## src/rtl/bpx_pkg.sv

```systemverilog
package bpx_pkg;

  typedef enum logic {
    XFER_RX = 1'b0,
    XFER_TX = 1'b1
  } xfer_mode_e;

  typedef struct packed {
    logic a_en;
    logic b_en;
    logic p_en;
    logic chk_en;
  } drive_set_t;

endpackage

```

## src/rtl/bpx_parity_tree.sv

```systemverilog
module bpx_parity_tree #(
  parameter int WIDTH = 8
) (
  input  logic [WIDTH-1:0] data,
  output logic             odd
);
  localparam int LEVELS = (WIDTH > 1) ? $clog2(WIDTH) : 1;
  localparam int PADW   = 1 << LEVELS;

  // Heap layout: leaves at PADW..2*PADW-1, root at index 1.
  logic [2*PADW-1:1] node;

  genvar gl;
  generate
    for (gl = 0; gl < PADW; gl++) begin : g_leaf
      if (gl < WIDTH) begin : g_used
        assign node[PADW+gl] = data[gl];
      end else begin : g_pad
        assign node[PADW+gl] = 1'b0;
      end
    end
  endgenerate

  genvar gn;
  generate
    for (gn = 1; gn < PADW; gn++) begin : g_node
      assign node[gn] = node[2*gn] ^ node[2*gn+1];
    end
  endgenerate

  assign odd = node[1];
endmodule

```

## src/rtl/bpx_dir_ctrl.sv

```systemverilog
module bpx_dir_ctrl
  import bpx_pkg::*;
(
  input  logic       dir,
  input  logic       oe_n,
  output xfer_mode_e mode,
  output drive_set_t drv
);
  always_comb begin
    mode       = dir ? XFER_TX : XFER_RX;
    drv.a_en   = 1'b0;
    drv.b_en   = 1'b0;
    drv.p_en   = 1'b0;
    drv.chk_en = 1'b0;
    if (!oe_n) begin
      unique case (mode)
        XFER_TX: begin
          drv.b_en = 1'b1;
          drv.p_en = 1'b1;
        end
        XFER_RX: begin
          drv.a_en   = 1'b1;
          drv.chk_en = 1'b1;
        end
        default: ;
      endcase
    end
  end
endmodule

```

## src/rtl/bpx_parity_unit.sv

```systemverilog
module bpx_parity_unit
  import bpx_pkg::*;
#(
  parameter int WIDTH = 8
) (
  input  xfer_mode_e       mode,
  input  logic             odd_sel,
  input  logic [WIDTH-1:0] a_data,
  input  logic [WIDTH-1:0] b_data,
  input  logic             par_rx,
  output logic             par_gen,
  output logic             par_ok
);
  logic [WIDTH-1:0] tree_in;
  logic             tree_odd;
  logic             sensed;

  // One reduction tree serves both directions: only one byte matters at a time.
  assign tree_in = (mode == XFER_TX) ? a_data : b_data;

  bpx_parity_tree #(.WIDTH(WIDTH)) u_tree (
    .data (tree_in),
    .odd  (tree_odd)
  );

  // sensed = bit that completes the selected sense over tree_in.
  assign sensed  = tree_odd ^ odd_sel;
  assign par_gen = sensed;
  assign par_ok  = ~(sensed ^ par_rx);
endmodule

```

## src/rtl/bidir_parity_xcvr.sv

```systemverilog
module bidir_parity_xcvr
  import bpx_pkg::*;
#(
  parameter int WIDTH = 8
) (
  input  logic             dir,
  input  logic             oe_n,
  input  logic             odd_sel,
  input  logic [WIDTH-1:0] a_in,
  output logic [WIDTH-1:0] a_out,
  output logic             a_oe,
  input  logic [WIDTH-1:0] b_in,
  output logic [WIDTH-1:0] b_out,
  output logic             b_oe,
  input  logic             par_in,
  output logic             par_out,
  output logic             par_oe,
  output logic             err_n
);
  xfer_mode_e mode;
  drive_set_t drv;
  logic       par_gen;
  logic       par_ok;

  bpx_dir_ctrl u_ctrl (
    .dir  (dir),
    .oe_n (oe_n),
    .mode (mode),
    .drv  (drv)
  );

  bpx_parity_unit #(.WIDTH(WIDTH)) u_par (
    .mode    (mode),
    .odd_sel (odd_sel),
    .a_data  (a_in),
    .b_data  (b_in),
    .par_rx  (par_in),
    .par_gen (par_gen),
    .par_ok  (par_ok)
  );

  always_comb begin
    a_out   = drv.a_en ? b_in : '0;
    b_out   = drv.b_en ? a_in : '0;
    par_out = drv.p_en & par_gen;
    err_n   = drv.chk_en ? par_ok : 1'b1;
  end

  assign a_oe   = drv.a_en;
  assign b_oe   = drv.b_en;
  assign par_oe = drv.p_en;
endmodule

```

## config.mk

```make
export PLATFORM = sky130hd
export DESIGN_NAME = bidir_parity_xcvr
export DESIGN_NICKNAME = d
export VERILOG_FILES = /design/src/rtl/bpx_pkg.sv /design/src/rtl/bpx_parity_tree.sv /design/src/rtl/bpx_dir_ctrl.sv /design/src/rtl/bpx_parity_unit.sv /design/src/rtl/bidir_parity_xcvr.sv
export SDC_FILE = /design/constraint.sdc
export NUM_CORES = 1
export LEC_CHECK = 0
export CAP_MARGIN = 25
export CORE_UTILIZATION = 26
export DETAILED_ROUTE_END_ITERATION = 8
export PLACE_DENSITY = 0.82
export SYNTH_ARGS = -nofsm -noshare
export SYNTH_HDL_FRONTEND = slang
export SYNTH_SLANG_ARGS = --single-unit
```

## constraint.sdc

```tcl
create_clock -name vclk -period 2.3
set_input_delay 0.69 -clock vclk [all_inputs]
set_output_delay 0.69 -clock vclk [all_outputs]
set_load 0.02 [all_outputs]
```

==> results_dict.tcl <==
set metrics [dict create \
    wirelength_mm 1.66 \
    hold_viol 0 \
    switching_share_pct 40.3 \
    dp_hpwl_um 940 \
    regArea_um2 0 \
    synth_fp_nets 60 \
    p_clk_share_pct 0 \
    ioPinCount 41 \
    min_path_type "input port to output port" \
    cp-start-kind "input port" \
    layout_setup_ws_ps -473 \
    vdd_ir_drop_max_mv 0.180 \
    syn_area_per_cell_um2 8.76 \
    crit_fanout 2 \
    grtUsageMet2_pct 47.1 \
    synth_top_area_share_pct 30.4 \
    core.rowCount 12 \
    antenna_found_initial 0 \
    avgRoutedWirePerCell_um 15.6 \
    area_growth_pct 189 \
    ys_types 12 \
    tns_ps -884 \
    grt_setup_unrepaired "true" \
    netlist_area_um2 350 \
    synth_area_leaders "and2_1 (30%), xnor3_1 (19%), xor2_1 (15%)" \
    final_layout_size_suffix_gt1_share_pct 75.0 \
    setup_violations 2 \
    port_buffers 41 \
    drv_cap 0 \
    slew_headroom_pct 86.3 \
    postRouteAntennaNets 0 \
    finalCriticalPeriod_ps 2770 \
    min_from "a_in[0]" \
    diodes 0 \
    path_buf_inv 3 \
    post_drt_via_cell_ratio 4.49 \
    nClkBuffers 0 \
    yosysSeqAreaShare_pct 0 \
    cpPeakStageDelay_ps 390 \
    required_ps 1610 \
    use_met3_pct 2.31 \
    seq_cells 0 \
    grt_pass1_wl_mm 2.36 \
    dieArea_um2 1500 \
    crit_family "XOR/XNOR gates" \
    power_density_nw_per_um2 286 \
    synth_top_area_cell "and2_1" \
    hold_slack_ps 1700 \
    leakage_nw 0.509 \
    num_vias 476 \
    violations "setup timing" \
    detail_route.first_pass.iterations 2 \
    drc 0 \
    power.switching_mw 0.117 \
    grt_max_degree 7 \
    met1_usage_pct 25.3 \
    status "finished, violations left" \
    fp.dieW_um 38.7 \
    layout.nets 114 \
    max_freq_mhz 361 \
    top_usage_layer "met2" \
    track_usage_pct 23.0 \
    p_comb_share_pct 100.0 \
    report.final.slew_viol_count 0 \
    power.internal_mw 0.173 \
    cp-end-kind "output port" \
    hold_depth 3 \
    crit_arrival_ps 2080 \
    path_cells "buf_8 -> xnor2_4 -> mux2i_2 -> xnor2_1 -> buf_4 -> xnor3_1 -> and2_4 -> buf_6" \
    gr-total-overflow 0 \
    worst_slew_pin_slew_ps 202 \
    die_h_um 38.7 \
    synth_warnings 0 \
    crit_type "input port to output port" \
    gp_congestion 0.647 \
    start_util_pct 29.9 \
    cp.depth 8 \
    coreArea_um2 1170 \
    syn_inst 40 \
    grt_pass1_vias 543 \
    fin_crit_sh_pct 121 \
    drtIter0Drc 5 \
    pwr-share-seq_pct 0 \
    hold_path_end "b_out[0]" \
    worst_path_max_delay_cell "xnor3_1" \
]
## what timing repair did
| item | 4_1_cts | 5_1_grt |
|---|---|---|
| hold buffers | 0 | 0 |
| setup buffers | 8 | 0 |
| cloned | 1 | 0 |
| resized for setup | 158 | 32 |
| pin swaps | 13 | 7 |
| setup endpoints to repair | 21 | 21 |
## cell families after synthesis
logic type,count (synthesis),share of synthesized area (%)
multiplexers,4,15.0
AND/OR/NAND/NOR,20,34.3
buffers and inverters,3,6.43
XOR/XNOR,13,44.3
## through the flow
stage / cells / power, mW / utilization (%) / cell area (um2) / worst slack [ps]
CTS: 108 / 0.271 / 83.3 / 976 / -444
detailed placement: 99 / 0.240 / 72.6 / 851 / -1250
finish: 106 / 0.289 / 86.5 / 1010 / -473
global route: 106 / 0.306 / 86.5 / 1010 / -500
floorplan: 40 / 0.137 / - / 389 / -127
global placement: 99 / 0.235 / 72.6 / 851 / -1200
## area by class of cell
class / instances / area (um2)
fill: 67 / 158
multi-input combinational: 37 / 478
tap: 14 / 17.5
timing repair buffer: 55 / 518
## synthesized netlist by cell type, drive strengths merged
cell	instances
and2	17
xor2	6
mux2i	4
xnor2	4
xnor3	3
buf	2
clkbuf	1
nand2	1
nor2	1
nor2b	1
## metal layers
metal | routed length (um) | up-vias
met2 | 912 | 29
met4 | 8 | 0
met3 | 117 | 2
met1 | 618 | 221
met5 | 0 | -
li1 | - | 224
## cell usage in the layout (no fill, tap or decap)
cell type / n
xnor2_4: 1
dlygate4sd2_1: 8
and2_1: 7
buf_4: 8
xnor3_1: 3
buf_12: 1
and2_4: 10
clkdlybuf4s15_1: 3
buf_2: 6
xnor2_2: 2
buf_6: 21
xor2_2: 6
nor2_4: 1
mux2i_2: 1
nor2b_4: 1
buf_8: 2
xnor2_1: 1
clkdlybuf4s50_1: 1
mux2i_4: 3
clkdlybuf4s15_2: 1
nand2_2: 1
clkbuf_2: 4
## tightest hold or removal path, delay by kind of cell
kind	cells	cell delay [ps]
buf+inv	2	180
simple gates	1	130
## worst max path at each step
| stage | from | endpoint | slack (ps) |
|---|---|---|---|
| floorplan | dir | par_out | -130 |
| global route | b_in[1] | par_out | -500 |
| detailed placement | dir | err_n | -1250 |
| CTS | dir | err_n | -440 |
| finish | b_in[1] | par_out | -470 |
| global placement | a_in[2] | par_out | -1200 |
## power by group through the flow
stage               combinational, mW  clock [mW]  sequential, mW
floorplan                       0.137           0               0
global placement                0.235           0               0
detailed placement              0.240           0               0
CTS                             0.271           0               0
global route                    0.306           0               0
finish                          0.289           0               0
Power figures use the tool's default switching activity.
